===== src/rtl/spi_stat_pkg.sv =====
package spi_stat_pkg;

    localparam int BYTE_W = 8;

    typedef enum logic [1:0] {
        REG_CTRL = 2'd0,
        REG_STAT = 2'd1,
        REG_DATA = 2'd2
    } reg_sel_e;

    // control register bit positions
    localparam int CTRL_IEN  = 0;
    localparam int CTRL_EN   = 1;
    localparam int CTRL_MSTR = 2;
    localparam int CTRL_W    = 3;

    // flag indices inside the flag bank
    localparam int FLG_DONE = 0;
    localparam int FLG_WCOL = 1;
    localparam int FLG_MODF = 2;
    localparam int FLG_N    = 3;

    function automatic logic [BYTE_W-1:0] pack_status(input logic [FLG_N-1:0] f);
        return {f[FLG_DONE], f[FLG_WCOL], 1'b0, f[FLG_MODF], 4'b0000};
    endfunction

endpackage


===== src/rtl/spi_sync.sv =====
module spi_sync #(
    parameter int N = 3,
    parameter logic [N-1:0] RST_VAL = '0
) (
    input  logic         clk,
    input  logic         rst,
    input  logic [N-1:0] d_i,
    output logic [N-1:0] q_o
);
    logic [N-1:0] meta_q;

    always_ff @(posedge clk) begin
        if (rst) begin
            meta_q <= RST_VAL;
            q_o    <= RST_VAL;
        end else begin
            meta_q <= d_i;
            q_o    <= meta_q;
        end
    end
endmodule


===== src/rtl/spi_flag_bank.sv =====
module spi_flag_bank #(
    parameter int N = 3
) (
    input  logic         clk,
    input  logic         rst,
    input  logic [N-1:0] set_i,
    input  logic         arm_ev_i,
    input  logic [N-1:0] clr_ev_i,
    output logic [N-1:0] flag_o
);
    logic [N-1:0] armed_q;

    for (genvar g = 0; g < N; g++) begin : g_flag
        always_ff @(posedge clk) begin
            if (rst) begin
                flag_o[g]  <= 1'b0;
                armed_q[g] <= 1'b0;
            end else begin
                if (arm_ev_i && flag_o[g])
                    armed_q[g] <= 1'b1;
                if (clr_ev_i[g] && armed_q[g]) begin
                    flag_o[g]  <= 1'b0;
                    armed_q[g] <= 1'b0;
                end
                if (set_i[g])
                    flag_o[g] <= 1'b1;
            end
        end

        // a flag falls only when its clearing access arrives
        flag_fall_chk: assert property (@(posedge clk) disable iff (rst)
            $fell(flag_o[g]) |-> $past(clr_ev_i[g]));
    end
endmodule


===== src/rtl/spi_shift_engine.sv =====
module spi_shift_engine #(
    parameter int W        = 8,
    parameter int HALF_DIV = 2
) (
    input  logic         clk,
    input  logic         rst,
    input  logic         enable_i,
    input  logic         master_i,
    input  logic         abort_i,
    input  logic         load_i,
    input  logic [W-1:0] load_data_i,
    input  logic         miso_i,
    input  logic         sck_s_i,
    input  logic         ss_s_i,
    input  logic         mosi_s_i,
    output logic         busy_o,
    output logic         done_o,
    output logic [W-1:0] rx_o,
    output logic         sck_o,
    output logic         mosi_o,
    output logic         miso_o
);
    localparam int CW = (W > 1) ? $clog2(W) : 1;
    localparam int DW = (HALF_DIV > 1) ? $clog2(HALF_DIV) : 1;
    localparam logic [CW-1:0] LAST_BIT = CW'(W - 1);
    localparam logic [DW-1:0] DIV_END  = DW'(HALF_DIV - 1);

    logic [W-1:0]  sr_q;
    logic [CW-1:0] cnt_q;
    logic [DW-1:0] div_q;
    logic          sck_q, smp_q, act_q, sck_prev_q;
    logic          slv_sel, slv_rise, slv_fall;

    assign slv_sel  = enable_i && !master_i && !ss_s_i;
    assign slv_rise = sck_s_i && !sck_prev_q;
    assign slv_fall = !sck_s_i && sck_prev_q;

    always_ff @(posedge clk) begin
        if (rst) begin
            sr_q <= '0; cnt_q <= '0; div_q <= '0; rx_o <= '0;
            sck_q <= 1'b0; smp_q <= 1'b0; act_q <= 1'b0;
            sck_prev_q <= 1'b0; done_o <= 1'b0;
        end else begin
            done_o     <= 1'b0;
            sck_prev_q <= sck_s_i;
            if (abort_i) begin
                act_q <= 1'b0; sck_q <= 1'b0; cnt_q <= '0; div_q <= '0;
            end else if (load_i) begin
                sr_q <= load_data_i;
                if (master_i && enable_i) begin
                    act_q <= 1'b1; cnt_q <= '0; div_q <= '0; sck_q <= 1'b0;
                end
            end else if (master_i) begin
                if (act_q) begin
                    if (div_q == DIV_END) begin
                        div_q <= '0;
                        sck_q <= !sck_q;
                        if (!sck_q) begin
                            smp_q <= miso_i;
                        end else begin
                            sr_q <= {sr_q[W-2:0], smp_q};
                            if (cnt_q == LAST_BIT) begin
                                act_q  <= 1'b0;
                                done_o <= 1'b1;
                                rx_o   <= {sr_q[W-2:0], smp_q};
                                cnt_q  <= '0;
                            end else begin
                                cnt_q <= cnt_q + 1'b1;
                            end
                        end
                    end else begin
                        div_q <= div_q + 1'b1;
                    end
                end
            end else if (slv_sel) begin
                if (slv_rise) begin
                    smp_q <= mosi_s_i;
                    act_q <= 1'b1;
                end else if (slv_fall && act_q) begin
                    sr_q <= {sr_q[W-2:0], smp_q};
                    if (cnt_q == LAST_BIT) begin
                        act_q  <= 1'b0;
                        done_o <= 1'b1;
                        rx_o   <= {sr_q[W-2:0], smp_q};
                        cnt_q  <= '0;
                    end else begin
                        cnt_q <= cnt_q + 1'b1;
                    end
                end
            end else begin
                act_q <= 1'b0;
                cnt_q <= '0;
            end
        end
    end

    assign busy_o = act_q;
    assign sck_o  = sck_q;
    assign mosi_o = sr_q[W-1];
    assign miso_o = slv_sel ? sr_q[W-1] : 1'b0;

    // completion only ends an active transfer
    done_from_active_chk: assert property (@(posedge clk) disable iff (rst)
        done_o |-> $past(act_q));

    // an abort leaves the serial clock low
    abort_sck_low_chk: assert property (@(posedge clk) disable iff (rst)
        $past(abort_i) |-> !sck_q && !act_q);
endmodule


===== src/rtl/spi_stat_ctrl.sv =====
module spi_stat_ctrl
    import spi_stat_pkg::*;
#(
    parameter int HALF_DIV = 2
) (
    input  logic              clk,
    input  logic              rst,
    input  logic [1:0]        bus_addr,
    input  logic              bus_rd,
    input  logic              bus_wr,
    input  logic [BYTE_W-1:0] bus_wdata,
    output logic [BYTE_W-1:0] bus_rdata,
    output logic              irq,
    output logic              sck_o,
    output logic              mosi_o,
    input  logic              miso_i,
    input  logic              sck_i,
    input  logic              mosi_i,
    output logic              miso_o,
    input  logic              ss_n_i
);
    logic [CTRL_W-1:0] ctrl_q;
    logic [FLG_N-1:0]  flags, flag_set, flag_clr;
    logic [2:0]        sync_q;
    logic              sck_s, ss_s, mosi_s;
    logic              sel_ctrl, sel_stat, sel_data;
    logic              data_wr, data_acc, stat_rd, ctrl_wr;
    logic              busy, done_pulse, load, modf_set;
    logic [BYTE_W-1:0] rx_buf;

    spi_sync #(.N(3), .RST_VAL(3'b010)) u_sync (
        .clk(clk), .rst(rst),
        .d_i({sck_i, ss_n_i, mosi_i}), .q_o(sync_q)
    );
    assign {sck_s, ss_s, mosi_s} = sync_q;

    assign sel_ctrl = (bus_addr == REG_CTRL);
    assign sel_stat = (bus_addr == REG_STAT);
    assign sel_data = (bus_addr == REG_DATA);
    assign data_wr  = bus_wr && sel_data;
    assign data_acc = (bus_rd || bus_wr) && sel_data;
    assign stat_rd  = bus_rd && sel_stat;
    assign ctrl_wr  = bus_wr && sel_ctrl;

    assign load     = data_wr && !flags[FLG_DONE] && !busy;
    assign modf_set = ctrl_q[CTRL_EN] && ctrl_q[CTRL_MSTR] && !ss_s;

    always_ff @(posedge clk) begin
        if (rst) begin
            ctrl_q <= '0;
        end else begin
            if (ctrl_wr)
                ctrl_q <= bus_wdata[CTRL_W-1:0];
            if (modf_set)
                ctrl_q[CTRL_MSTR] <= 1'b0;
        end
    end

    spi_shift_engine #(.W(BYTE_W), .HALF_DIV(HALF_DIV)) u_engine (
        .clk(clk), .rst(rst),
        .enable_i(ctrl_q[CTRL_EN]), .master_i(ctrl_q[CTRL_MSTR]),
        .abort_i(modf_set), .load_i(load), .load_data_i(bus_wdata),
        .miso_i(miso_i), .sck_s_i(sck_s), .ss_s_i(ss_s), .mosi_s_i(mosi_s),
        .busy_o(busy), .done_o(done_pulse), .rx_o(rx_buf),
        .sck_o(sck_o), .mosi_o(mosi_o), .miso_o(miso_o)
    );

    always_comb begin
        flag_set           = '0;
        flag_set[FLG_DONE] = done_pulse;
        flag_set[FLG_WCOL] = data_wr && !flags[FLG_DONE] && busy;
        flag_set[FLG_MODF] = modf_set;
        flag_clr           = '0;
        flag_clr[FLG_DONE] = data_acc;
        flag_clr[FLG_WCOL] = data_acc;
        flag_clr[FLG_MODF] = ctrl_wr;
    end

    spi_flag_bank #(.N(FLG_N)) u_flags (
        .clk(clk), .rst(rst), .set_i(flag_set), .arm_ev_i(stat_rd),
        .clr_ev_i(flag_clr), .flag_o(flags)
    );

    always_comb begin
        case (bus_addr)
            REG_CTRL: bus_rdata = {{(BYTE_W-CTRL_W){1'b0}}, ctrl_q};
            REG_STAT: bus_rdata = pack_status(flags);
            REG_DATA: bus_rdata = rx_buf;
            default:  bus_rdata = '0;
        endcase
    end

    assign irq = ctrl_q[CTRL_IEN] && (flags[FLG_DONE] || flags[FLG_MODF]);


    write_while_done_chk: assert property (@(posedge clk) disable iff (rst)
        (flags[FLG_DONE] && data_wr && ctrl_q[CTRL_MSTR] && !busy) |=> !busy);


    wcol_cause_chk: assert property (@(posedge clk) disable iff (rst)
        $rose(flags[FLG_WCOL]) |-> $past(bus_wr && bus_addr == REG_DATA && busy));


    modf_drops_master_chk: assert property (@(posedge clk) disable iff (rst)
        $rose(flags[FLG_MODF]) |-> !ctrl_q[CTRL_MSTR] && !sck_o);


    done_source_chk: assert property (@(posedge clk) disable iff (rst)
        $rose(flags[FLG_DONE]) |-> $past(done_pulse));
endmodule


===== config.mk =====
export PLATFORM = sky130hd
export DESIGN_NAME = spi_stat_ctrl
export DESIGN_NICKNAME = d
export VERILOG_FILES = /design/src/rtl/spi_stat_pkg.sv /design/src/rtl/spi_sync.sv /design/src/rtl/spi_flag_bank.sv /design/src/rtl/spi_shift_engine.sv /design/src/rtl/spi_stat_ctrl.sv
export SDC_FILE = /design/constraint.sdc
export NUM_CORES = 1
export LEC_CHECK = 0
export BUFFER_PORTS_ARGS = -buffer_cell sky130_fd_sc_hd__buf_2
export CORE_AREA = 5 5 78 80
export CTS_CLUSTER_SIZE = 28
export DETAILED_ROUTE_END_ITERATION = 12
export DIE_AREA = 0 0 83 85
export MAX_ROUTING_LAYER = met4
export PLACE_DENSITY_LB_ADDON = 0.3
export SLEW_MARGIN = 25
export SYNTH_ARGS = -nofsm -noshare
export SYNTH_HDL_FRONTEND = slang
export SYNTH_HIERARCHICAL = 1
export SYNTH_SLANG_ARGS = --single-unit

===== constraint.sdc =====
create_clock -name clk -period 2.4 [get_ports clk]
set_input_delay 0.6 -clock clk [delete_from_list [all_inputs] [get_ports clk]]
set_output_delay 0.6 -clock clk [all_outputs]
set_load 0.01 [all_outputs]

# [After elaboration in Yosys (flattened, before gate mapping)]
# Cells that the tools add are included.
[classes] n_mux=68 bitwise_logic=2 addsub=2 reduce_logical=54 n_eq_ne=17
[ops] cell="$mux W8" count=16
[ops] cell="$mux W1" count=41
[ops] cell="$mux W3" count=10
[ops] cell="$pmux W8 S3" count=1
[ops] cell="$logic_and A1 B1 Y1" count=21
[ops] cell="$reduce_bool A2 Y1" count=9
[ops] cell="$reduce_and A7 Y1" count=2
[ops] cell="$ne A5 B5 Y1 const B" count=2
[ops] cell="$ne A3 B1 Y1 const B" count=3
[ops] cell="$ne A2 B1 Y1 const B" count=4
[ops] cell="$ne A4 B4 Y1 const B" count=2
[ops] cell="$reduce_and A8 Y1" count=1
[ops] cell="$reduce_or A2 Y1" count=4
[ops] cell="$logic_not A1 Y1" count=7
[ops] cell="$reduce_and A3 Y1" count=2
[ops] cell="$reduce_and A6 Y1" count=1
[ops] cell="$reduce_bool A3 Y1" count=2
[ops] cell="$ne A2 B2 Y1 const B" count=2
[ops] cell="$reduce_and A4 Y1" count=1
[ops] cell="$add A3 B1 Y3 const B" count=1
[ops] cell="$eq A3 B3 Y1 const B" count=1
[ops] cell="$ne A3 B3 Y1 const B" count=1
[ops] cell="$reduce_or A3 Y1" count=1
[ops] cell="$eq A2 B1 Y1 const B" count=1
[ops] cell="other kinds (5)" count=7
[word_totals] out_inout_bits=12 reg_bits=40

# [Depth between registers and ports, before layout]
# Gate-level depths: netlist of run 1.
[depth] word_depth=8 mapped_depth=8

# [Cells and area by module]
# Netlist of run 1, hierarchy kept.
[by_module_without_submodules] mod="spi_shift_engine" cells_per_inst=141 area_per_inst_um2=1358.8 n_inst=1 seq_area_each_um2=500.5
[by_module_without_submodules] mod="spi_stat_ctrl" cells_per_inst=31 area_per_inst_um2=291.5 n_inst=1 seq_area_each_um2=60.1
[by_module_without_submodules] mod="spi_flag_bank" cells_per_inst=24 area_per_inst_um2=225.2 n_inst=1 seq_area_each_um2=120.1
[by_module_without_submodules] mod="spi_sync" cells_per_inst=12 area_per_inst_um2=157.7 n_inst=1 seq_area_each_um2=120.1

# [Worst setup path after synthesis of run 1]
# Ideal clock, no wire load.
[synth_path] path_type="input port to flip-flop" start="input bus_addr[1]" end="register u_engine.sr_q[0]" setup_time_ns=0.121 path_slack_ns=0.071 t_required_ns=2.279 arrival_ns=2.208 path_stages=8 cell_sequence="buf_6 nor2b_1 and4bb_2 buf_2 buf_2 mux2i_1 nor2_1 mux2_2"
[synth_between] elab_chain_cells=6 elab_cells_between_ends=12 classes_between="5 x eq/ne; 1 x mux; 6 x reduce/logical"
[synth_rtl] element="from (decl)" line="spi_stat_ctrl.sv:8" rtl="input logic [1:0] bus_addr,"
[synth_rtl] element="$eq A2 B2 Y1 (*)" line="spi_stat_ctrl.sv:39" rtl="assign sel_data = (bus_addr == REG_DATA);"
[synth_rtl] element="$logic_and A1 B1 Y1 (*)" line="spi_stat_ctrl.sv:40" rtl="assign data_wr = bus_wr && sel_data;"
[synth_rtl] element="$logic_and A1 B1 Y1 (*) (2 in series)" line="spi_stat_ctrl.sv:45" rtl="assign load = data_wr && !flags[FLG_DONE] && !busy;"
[synth_rtl] element="named net load" line="spi_stat_ctrl.sv:28" rtl="logic busy, done_pulse, load, modf_set;"
[synth_rtl] element="$ne A3 B3 Y1 (no line) (tied with other cells)"
[synth_rtl] element="$reduce_and A7 Y1 (no line)"
[synth_rtl] element="to (signal assigned)" line="spi_shift_engine.sv:49" rtl="sr_q <= load_data_i;"
[synth_rtl] element="to (signal assigned)" line="spi_shift_engine.sv:61" rtl="sr_q <= {sr_q[W-2:0], smp_q};"
[synth_rtl] element="to (signal assigned)" line="spi_shift_engine.sv:80" rtl="sr_q <= {sr_q[W-2:0], smp_q};"
[synth_rtl] element="to (decl)" line="spi_shift_engine.sv:28" rtl="logic [W-1:0] sr_q;"
# Mark *: on every way through the listed nets, which the timed path passes. The rest lies on a longest branch.
# A chain may end at the register's enable or synchronous reset.

# [Final worst setup path of run 1]
[layout_path] start="register ctrl_q[2]" end="output miso_o"
[layout_between] elab_chain_cells=4
[layout_rtl] element="from (decl)" line="spi_stat_ctrl.sv:22" rtl="logic [CTRL_W-1:0] ctrl_q;"
[layout_rtl] element="from (signal assigned)" line="spi_stat_ctrl.sv:53" rtl="ctrl_q <= bus_wdata[CTRL_W-1:0];"
[layout_rtl] element="$logic_not A1 Y1" line="spi_shift_engine.sv:34" rtl="assign slv_sel = enable_i && !master_i && !ss_s_i;"
[layout_rtl] element="$logic_and A1 B1 Y1 (2 in series)" line="spi_shift_engine.sv:34"
[layout_rtl] element="$mux W1" line="spi_shift_engine.sv:100" rtl="assign miso_o = slv_sel ? sr_q[W-1] : 1'b0;"
[layout_rtl] element="to (decl)" line="spi_stat_ctrl.sv:19" rtl="output logic miso_o,"
# Every way passes these cells.

==> metrics list, run 1 <==
* Run status: finished clean
* Time the worst path needs with I/O delays and setup: 2.11 ns
* Syn Std Cell Area: 2030 µm²
- For this configuration, the core starts out at a cell density of 38.1%.
* Launching element type of the critical path: register
- The number of nets handed over by synthesis was 229.
- Row generation in the floorplan step produced 27 rows.
- Vias in the first global route: 1,513
* Share of cells above drive strength 1: 28.0%
* Main flop type after synthesis: sky130_fd_sc_hd__dfxtp_1
- Met3 layer wire length in the routed design: 265 µm
* Library cells used by synthesis: 46
- Of the total power, registers draw 57.8%.
- Clock latency at the later pin of the worst-skew pair: 0.29 ns
* Fraction of power consumed by the clock network: 33.5%
* Final count of negative-setup-slack endpoints: 0
- For this run, the slowest stage of the critical path takes 0.52 ns.
- Traced cell by cell, the critical path runs through or3b_4 > nor2_1 > buf_2.
- CTS built an H-tree with a depth of 2.
- Measured against its own limit, the worst slew margin works out to 56.9%.
- The number of antenna violations at the first check in global routing is 0.
* Number of max-cap violations: 0
* Setup repair after global routing missed its margin: no
* Kind of cell adding the most delay to the critical path: simple AND/OR/NAND/NOR gates
- Clock tree root buffer cell: sky130_fd_sc_hd__clkbuf_8
* Worst VDD drop: 0.000364 V
- Entering global routing, the biggest net connects 41 pins.
- Clock tree from TritonCTS: done
- Counting instances, the worst hold path has a depth of 1.
- Hold repair after CTS inserted 0 buffers.
- Final Hold Viols: 0
* Fin nets: 266
- Fraction of power consumed by combinational cells: 8.8%
* Internal portion of total power: 0.000911 W
- At the pin with the least slew margin, the transition time is 0.646 ns.
- Derived from the worst setup path, the maximum achievable clock frequency is 0.474 GHz.
* Placeable core region: 5340 µm²
* Part of the cycle the worst path needs: 87.9%
- In this run, placement finished with an instance count of 310.
* TritonCTS buffer count: 5
- Area leader, netlist: sky130_fd_sc_hd__dfxtp_1
- Chip Width: 83 µm
- Met1 Wirelength: 2130 µm
* WL/cell: 13.5 µm
- Number of remaining DRC errors: 0
* Depth of the worst register-to-register path: 5
- The cell count after synthesis came out at 208.
- The synthesized design contains 40 register bits.
- The detailed router used layers up to and including met4.
* Vertical extent of the die: 85 µm
- DR vias: 1,577
* Global-route wire length before repair: 7200 µm
- WP depth: 3
* Worst-case clock skew: 0.00397 ns
- The number of antenna diodes in the final layout is 0.
- Area growth from synthesis to layout: 16.1%
- Vias per inst: 5.01
- Aggregate negative setup slack: 0 ns
- STA classifies the critical path endpoint as a primary output.
- Slowest stage cell, crit path: sky130_fd_sc_hd__or3b_4
- HPWL reported at the end of detailed placement: 3180 µm
* Asr flop ratio synth: 0%
- Main area contributors after synthesis: sky130_fd_sc_hd__dfxtp_1 39%, sky130_fd_sc_hd__mux2i_1 15%, sky130_fd_sc_hd__nand2b_1 4.9%
- Antenna-violating nets left: 0
- Excluding fillers, the count of instances in the completed layout stands at 315.
- The first routing iteration left 85 violations.
* Number of cells upsized or downsized after cts: 0
- Highest fanout seen on the critical path: 14
* Clock tree buffer depth: 2
- Summed over all nets, the switching power comes to 0.000269 W.
- Number of buffers inserted by post-CTS setup repair: 0
- Final core utilization: 44.2%
- Global routing consumed, over all layers together, 12.9% of the routing resources.
* Post-synthesis sequential area ratio: 39.4%
* Type of the worst setup path: reg -> out
* Total of buffers placed on input and output ports: 29
* Static leakage power: 0.972 nW
* Ratio of total power to cell area: 500 nW/µm²
- In this run the count of I/O pins placed on the die edge is 30.
- The path class of the tightest hold or removal check is reg -> reg.
- The total overflow left after global routing is 0.
* WL met2: 1800 µm
- Of the post-synthesis cell area, the dominant cell type holds 39.4%.
- The first detailed-routing pass took 4 iterations.
- The number of max-slew violations in the final report is 0.
- STA puts the critical path data required time at 1.80 ns.
- Number of buffer and inverter instances along the worst setup path: 1
* Data arrival at the endpoint of the critical path: 1.51 ns
* Total detailed-routing wirelength: 4260 µm
- For this run, the number of Yosys warnings is 6.
- Synthesized area per cell: 9.78 µm²
- The floorplan step defined a die boundary enclosing 7060 µm².
- Clock-pin slew was measured on the worst setup and hold paths at 0.07 ns.
- Count of flip-flops with a built-in enable after synthesis: 0
- The clock drives 40 sinks.
* Final weighted congestion in routability-driven placement: 0.790
- Sw frac: 22.8%
[metrics by stage]
stage | setup slack (ns) | total power (W) | area [µm²] | hold WS (ns)
floorplan | 0.0710 | 0.000761 | 2030 | 0.385
global placement | 0.131 | 0.000801 | 2290 | 0.390
detailed placement | 0.160 | 0.000801 | 2290 | 0.397
CTS | 0.288 | 0.00119 | 2360 | 0.414
global route | 0.214 | 0.00123 | 2360 | 0.446
finish | 0.290 | 0.00118 | 2360 | 0.410
[final timing paths]
check / from / endpoint / slack [ns]
max reg2reg: u_flags/flag_o[0]$_SDFFE_PP0P_ / u_engine/busy_o$_SDFFE_PP0P_ / 0.52
min: u_sync/meta_q[1]$_SDFF_PP1_ / u_sync/q_o[1]$_SDFF_PP1_ / 0.41
min reg2reg: u_sync/meta_q[1]$_SDFF_PP1_ / u_sync/q_o[1]$_SDFF_PP1_ / 0.41
max: ctrl_q[2]$_SDFFE_PP0P_ / miso_o / 0.29
[power groups by stage]
stage | combinational, W | clock, W | sequential, W
2_1_floorplan | 0.0000660 | 0 | 0.000695
3_3_place_gp | 0.000104 | 0 | 0.000697
3_5_place_dp | 0.000104 | 0 | 0.000697
4_1_cts | 0.000104 | 0.000408 | 0.000682
5_1_grt | 0.000115 | 0.000428 | 0.000683
6_report | 0.000103 | 0.000395 | 0.000682
[area by class of cell]
cell class                      count  area, µm²
Fill cell                         553       2980
Multi-Input combinational cell    154       1170
Inverter                            7       26.3
Clock buffer                        5       68.8
Sequential cell                    40        801
Tap cell                           72       90.1
Timing Repair Buffer               37        205
[cell usage after synthesis, types with 2 or more instances]
master,instances
sky130_fd_sc_hd__o21ai_4,2
sky130_fd_sc_hd__clkbuf_1,3
sky130_fd_sc_hd__nand3b_1,4
sky130_fd_sc_hd__or2_1,2
sky130_fd_sc_hd__nor3_1,3
sky130_fd_sc_hd__mux2_4,2
sky130_fd_sc_hd__a21oi_1,7
sky130_fd_sc_hd__o22ai_1,2
sky130_fd_sc_hd__mux2i_1,30
sky130_fd_sc_hd__a22o_2,3
sky130_fd_sc_hd__nor2b_1,11
sky130_fd_sc_hd__nand2_1,14
sky130_fd_sc_hd__o21a_1,2
sky130_fd_sc_hd__and2_2,2
sky130_fd_sc_hd__dfxtp_1,40
sky130_fd_sc_hd__ha_1,3
sky130_fd_sc_hd__nand2b_1,16
sky130_fd_sc_hd__nand3_1,2
sky130_fd_sc_hd__or2_2,5
sky130_fd_sc_hd__mux2_2,3
sky130_fd_sc_hd__inv_1,7
sky130_fd_sc_hd__buf_2,3
sky130_fd_sc_hd__nor2_1,16
sky130_fd_sc_hd__a311oi_1,4
[sequential cells by signal, indices dropped and copies added (netlist names)]
register	cells
u_engine/busy_o	1
u_engine/smp_q	1
u_flags/armed_q	3
u_engine/cnt_q	3
u_sync/meta_q	3
u_engine/sck_prev_q	1
ctrl_q	3
u_engine/sck_o	1
u_engine/rx_o	8
u_engine/div_q	1
u_sync/q_o	3
u_engine/done_o	1
u_flags/flag_o	3
u_engine/sr_q	8
[routing by layer]
layer | track usage [%] | vias to the layer above
met1 | 17.3 | 734
met3 | 3.50 | 7
met4 | 5.20 | 0
met2 | 18.4 | 37
met5 | - | -
li1 | - | 799
[cells in the final DEF, fill, tap and decap left out, drive strengths merged, types with 3 or more instances in the layout]
master  synthesis  final
dfxtp          40     40
buf             4     37
mux2i          30     30
nor2           16     16
nand2b         16     16
nand2          14     14
nor2b          11     11
inv             7      7
a21oi           7      7
or2             7      7
clkbuf          3      5
mux2            5      5
nand3b          4      4
a311oi          4      4
nor3            4      4
a22o            3      3
ha              3      3
and2            3      3
o21ai           3      3
nand3           3      3
[cell families after synthesis]
kind of cell,count (synthesis),share of synthesized area [%]
adder cells (fa/ha/maj),3,1.85
buffers and inverters,14,3.14
AO/OA/AOI/OAI,28,11.5
AND/OR/NAND/NOR,88,26.2
flip-flops,40,39.4
multiplexers,35,17.9
Power figures use the tool's default switching activity.
==> inputs of run 2 (changes only) <==
--- a/config.mk
+++ b/config.mk
@@ -11,7 +11,7 @@
 export DETAILED_ROUTE_END_ITERATION = 12
 export DIE_AREA = 0 0 83 85
 export MAX_ROUTING_LAYER = met4
-export PLACE_DENSITY_LB_ADDON = 0.3
+export PLACE_DENSITY_LB_ADDON = 0.25
 export SLEW_MARGIN = 25
 export SYNTH_ARGS = -nofsm -noshare
 export SYNTH_HDL_FRONTEND = slang
==> run 2 against run 1 <==
Final cell count is 1.3% higher; clock-buffer cell count is 3 higher; fmax is 4.5% higher; critical endpoint is now bus_rdata[6]; highest routed layer unchanged.
==> metrics list, run 2 (same netlist as run 1, synthesis figures left out) <==
- Run status: finished clean
* Number of instances on the worst hold path: 1
- Final count of negative-setup-slack endpoints: 0
- The setup path with the least slack is of type in -> out.
- Fill cell total of the finished layout: 541
- Data arrives at the worst endpoint at 1.42 ns.
- After clock tree synthesis, the repair step resized 0 gates.
- Clock tree root buffer cell: sky130_fd_sc_hd__clkbuf_8
- Data on the critical path is required at its endpoint by 1.80 ns.
- For this run, the post-layout net count is 267.
* Chip Width: 83 µm
- N_diodes: 0
* TritonCTS buffer count: 5
* Starting DRC count in detailed routing: 54
- IO Pins: 30
- Final Hold Viols: 0
* Static leakage power: 0.987 nW
- Met3 Track Usage GR: 2.62%
- The clock passes through at most 2 buffers.
- Highest-count cells in the layout ignoring fill and taps: 40 x sky130_fd_sc_hd__dfxtp_1, 30 x sky130_fd_sc_hd__mux2i_1, 29 x sky130_fd_sc_hd__buf_2
* Worst Hold Margin: 0.407 ns
- The detailed router placed 1,554 vias in this run.
- Clock input transition at the sequential cells of the worst setup and hold paths: 0.07 ns
* Pwr Total: 0.00124 W
- Launching element type of the critical path: input port
* Number of max-slew violations in the final report: 0
* Die outline area: 7060 µm²
- Antenna-violating nets left: 0
- Number of buffer and inverter instances along the worst setup path: 3
- Ratio of total power to cell area: 519 nW/µm²
- Entering global routing, the biggest net connects 40 pins.
- The final critical path takes up 84.2% of the cycle.
- Clock latency at the later pin of the worst-skew pair: 0.29 ns
- The number of global-route vias before repair was 1,502.
* Placeable core region: 5340 µm²
- Across the routed clock network, the largest skew measured is 0.00358 ns.
- Counting cells, the worst reg-to-reg path comes to 5.
* Setup repair after global routing missed its margin: no
- Global route overflow: 0
- The worst hold path belongs to the class reg -> reg.
- In the routed layout, each cell is associated on average with a via count of 4.87.
* Clock tree from TritonCTS: done
* Top flop regs: u_engine/rx_o x8, u_engine/sr_q x8
- Effective utilization at floorplan: 38.1%
- CTS built an H-tree with a depth of 2.
- Tightest Pin Transition: 0.671 ns
* Highest fanout seen on the critical path: 5
- Broken down by cell family, the worst path's largest delay share belongs to buffers and inverters.
- Number of max-cap violations: 0
- The critical path runs through a total of 5 cells.
- Static timing analysis puts the maximum clock frequency at 0.495 GHz.
* Aggregate negative setup slack: 0 ns
* GR peak layer: met1
- Post-cts hold buffer count: 0
* Number of iterations in the first detailed-routing pass: 4
* Area growth from synthesis to layout: 17.5%
- Final weighted congestion in routability-driven placement: 0.807
- Total of buffers placed on input and output ports: 29
* Time the worst path needs with I/O delays and setup: 2.02 ns
* Most common cell after layout, fill and taps aside: sky130_fd_sc_hd__dfxtp_1
- Of the cells placed in the final design, the portion with a size suffix greater than 1 is 28.3%.
- For this run, the total global-route usage over all layers was measured as 12.9%.
* Total detailed-routing wirelength: 4270 µm
- For met2 alone, demand over resource in global routing was 17.8%.
- The slowest stage of the critical path belongs to the cell sky130_fd_sc_hd__and2b_2.
- The number of antenna violations at the first check in global routing was 0.
- Worst slew slack as a fraction of its limit: 55.3%
* HPWL reported at the end of detailed placement: 3150 µm
- Endpoint type of the worst setup path: primary output
- Buffers added to address setup during post-CTS repair amount to 0.
* Global-route wire length before repair: 7290 µm
- TritonCTS Sinks: 40
* WL/cell: 13.4 µm
- For this run, global-route usage on met1 was measured as 18.1%.
* Rows: 27
- Among the stages of the critical path, the cell type that occurs most often is sky130_fd_sc_hd__buf_2.
* Number of remaining DRC errors: 0
- Worst VDD drop: 0.000243 V
* Max stage delay on crit path: 0.24 ns
- The critical path goes through buf_2 > buf_4 > and2b_2 > a22o_2 > buf_2.
- Vertical extent of the die: 85 µm
==> run 2: changes by cell type in the layout (fill, tap and decap cells not counted), sizes merged <==
cell	previous run	this run
buf	37	38
clkbuf	5	8
==> run 2: metrics by stage <==
stage               utilization [%]  std cells  cell area [µm²]  setup WS (ns)
global route                   44.7        319             2390          0.337
global placement               43.1        311             2300          0.193
CTS                            44.7        319             2390          0.379
finish                         44.7        319             2390          0.380
detailed placement             43.1        311             2300          0.224
floorplan                         -        208             2030         0.0710
==> run 2: per-layer routing <==
layer,routed length (µm),up-vias
met5,0,-
met4,61,0
met3,198,8
li1,-,805
met2,1730,30
met1,2270,711
==> run 2: path summary, 6_finish.rpt <==
kind | startpoint | to | slack (ns)
max | bus_addr[1] | bus_rdata[6] | 0.38
min | u_sync/meta_q[1]$_SDFF_PP1_ | u_sync/q_o[1]$_SDFF_PP1_ | 0.41
max reg2reg | u_engine/busy_o$_SDFFE_PP0P_ | u_engine/busy_o$_SDFFE_PP0P_ | 0.52
min reg2reg | u_sync/meta_q[1]$_SDFF_PP1_ | u_sync/q_o[1]$_SDFF_PP1_ | 0.41
==> run 2: power breakdown <==
group          internal [W]  switching [W]
clock              0.000234       0.000220
combinational     0.0000501      0.0000542
sequential         0.000674     0.00000788
==> run 2: final cells by class <==
class                           count  area (µm²)  share of cell area [%]
Inverter                            7        26.3                    1.10
Sequential cell                    40         801                    33.5
Clock buffer                        8        90.1                    3.77
Timing Repair Buffer               38         213                    8.91
Tap cell                           72        90.1                    3.77
Multi-Input combinational cell    154        1170                    48.9
==> inputs of run 3 (changes only) <==
==> constraint.sdc (replaced) <==
create_clock -name clk -period 1.8 [get_ports clk]
set_input_delay 0.45 -clock clk [delete_from_list [all_inputs] [get_ports clk]]
set_output_delay 0.45 -clock clk [all_outputs]
set_load 0.01 [all_outputs]
==> run 3 against run 2 <==
Setup slack worse by 0.31 ns; clock power is 74% higher; non-clock buffer count is 12 higher; global-route usage is 0.89 points higher; sequential share of layout area is 2.3 points lower.
==> metrics list, run 3 (same netlist as run 1, synthesis figures left out) <==
- The initial utilization of the core area, before any placement, comes to 38.1%.
* Worst-case clock skew: 0.00906 ns
* Min-Delay Endpoint: u_sync/meta_q[1]$_SDFF_PP1_
- Setup repair after global routing left no endpoint under its margin.
- Static leakage power: 1.09 nW
* Aggregate negative setup slack: 0 ns
- Vertical extent of the die: 85 µm
- Timing would allow up to 0.579 GHz.
* Area occupied by registers: 802 µm²
- At the end of routability-driven placement, the weighted congestion stood at 0.841.
* Final Hold Viols: 0
- Pin count of the biggest net entering global routing: 20
* Ratio of total power to cell area: 724 nW/µm²
* IO Pins: 30
- Summed over all layers, the global routing overflow is 0.
* Met1 Wirelength: 2290 µm
- Rows: 27
- For this run, design rule violations remaining after detail routing come to 0.
- Worst slew slack as a fraction of its limit: 76.1%
* Fin nets: 279
- The largest registers in the layout are u_engine/rx_o x8, u_engine/sr_q x8.
- The number of max-slew violations in the final report came to 0.
- DR vias: 1,607
- Fill cell total of the finished layout: 510
* Clock latency at the later pin of the worst-skew pair: 0.29 ns
* Setup slack on the worst flop-to-flop path: 0.14 ns
- Area growth from synthesis to layout: 26.5%
- Leaving out fill and tap cells, the most frequent cell in the layout is sky130_fd_sc_hd__dfxtp_1.
- Clock tree synthesis found a total of 40 sinks.
- The floorplan step defined a die boundary enclosing 7060 µm².
- In this run the critical register-to-register path is captured at u_engine/sr_q[5]$_SDFFE_PP0P_.
- The number of antenna violations at the first check in global routing was 0.
- Clock tree buffer depth: 2
* Global router's overall resource usage: 13.8%
- Leaving out fill and tap cells, the most frequent cells in the layout are 39 x sky130_fd_sc_hd__dfxtp_1, 30 x sky130_fd_sc_hd__mux2i_1, 29 x sky130_fd_sc_hd__buf_2.
- Clock tree synthesis selected as its root buffer the cell sky130_fd_sc_hd__clkbuf_8.
- STA classifies the critical path startpoint as an input port.
- Vias per inst: 4.85
- The worst setup path is of the in -> out kind.
- Final count of negative-setup-slack endpoints: 0
- Run status: finished clean
- Data arrival at the endpoint of the critical path: 1.28 ns
- Along the worst hold path, the cell count comes to 2.
* WL/cell: 13.5 µm
- The worst-case IR drop observed on VDD is 0.000440 V.
- Number of max-cap violations: 0
- The worst setup path is captured at a primary output.
- Antenna-violating nets left: 0
- In this run, post-CTS hold repair placed 0 buffers.
* Tightest Pin Transition: 0.358 ns
- Highest fanout seen on the critical path: 5
- 0 antenna diodes ended up in the layout.
- Launch point of the worst hold path: ss_n_i
- Clock tree from TritonCTS: done
- CTS built an H-tree with a depth of 2.
- Uppermost layer routed: met4
- Part of the cycle the worst path needs: 95.9%
* Time the worst path needs with I/O delays and setup: 1.73 ns
- Max stage delay on crit path: 0.22 ns
- Buffers placed on the I/O ports in this run total 29.
- Placeable core region: 5340 µm²
- Walking the worst path, the cells encountered are buf_2 > buf_4 > and2b_2 > a22o_2 > buf_2.
- Starting DRC count in detailed routing: 58
* Depth of the worst register-to-register path: 5
* Crit-path most repeated cell: sky130_fd_sc_hd__buf_2
- Summed over all nets, wire length on met2 after detailed routing comes to 1970 µm.
- The largest individual stage delay along the critical path comes from the cell sky130_fd_sc_hd__and2b_2.
* HPWL reported at the end of detailed placement: 3400 µm
- Before antenna repair, the detailed router went through 4 iterations.
* Chip Width: 83 µm
* Global-route wire length before repair: 7620 µm
* Area taken by multi-input logic gates: 1200 µm²
- Cells with a size suffix above 1 make up 34.4% of the layout.
- TritonCTS buffer count: 5
* Worst path required time: 1.35 ns
- After detailed routing, the total wire length is 4460 µm.
- The worst hold path belongs to the class in -> reg.
* Clock input transition at the sequential cells of the worst setup and hold paths: 0.08 ns
- Hold timing on the final database bottoms out at a slack of 0.330 ns.
- The worst register-to-register path begins at ctrl_q[2]$_SDFFE_PP0P_.
- Vias in the first global route: 1,534
* Met3 layer wire length in the routed design: 133 µm
[run 3: worst max path at each step]
stage / depth (start not counted) / endpoint / slack, ns / start
6_report: 5 / bus_rdata[6] / 0.07 / bus_addr[0]
5_1_grt: 5 / bus_rdata[6] / 0.03 / bus_addr[1]
4_1_cts: 3 / miso_o / 0.008 / ctrl_q[2]$_SDFFE_PP0P_
3_5_place_dp: 8 / u_engine/busy_o$_SDFFE_PP0P_ / -0.14 / bus_addr[1]
3_3_place_gp: 9 / u_engine/cnt_q[2]$_SDFFE_PP0P_ / -0.11 / bus_addr[1]
2_1_floorplan: 7 / u_engine/rx_o[1]$_SDFFE_PP0P_ / -0.08 / bus_addr[1]
[run 3: per-stage QoR]
stage               instance area, µm²  utilization (%)  cells  setup WS, ns  power [W]
floorplan                         2080                -    208       -0.0821    0.00102
global placement                  2440             45.7    322        -0.106    0.00109
detailed placement                2440             45.7    322        -0.140    0.00109
CTS                               2560             48.0    330       0.00781    0.00188
global route                      2570             48.2    331        0.0269    0.00195
finish                            2570             48.2    331        0.0729    0.00186
[run 3: worst max-delay path, delay by kind of cell]
family	cells	cell delay, ns
buf+inv	3	0.40
compound gates	1	0.20
simple gates	1	0.22
[run 3: timing repair]
item,in CTS,in global routing
pin swaps,1,1
gates resized for setup,0,2
endpoints found under the setup margin,1,3
buffers inserted,0,1
[run 3: final cells by class]
class | instances | share of cell area (%)
inverter | 7 | 1.02
multi-input combinational | 154 | 46.6
timing repair buffer | 50 | 12.7
tap | 72 | 3.50
clock inverter | 1 | 1.17
clock buffer | 7 | 3.75
sequential | 40 | 31.2
[run 3: per-layer routing]
metal | global-route usage, % | up-vias
met4 | 5.35 | 0
met5 | - | -
li1 | - | 829
met1 | 19.2 | 742
met3 | 2.82 | 7
met2 | 19.5 | 29
[run 3: report_power, final]
group          switching, W  total, W  internal (W)
combinational     0.0000791  0.000165     0.0000861
sequential       0.00000910  0.000907      0.000898
clock              0.000300  0.000789      0.000489
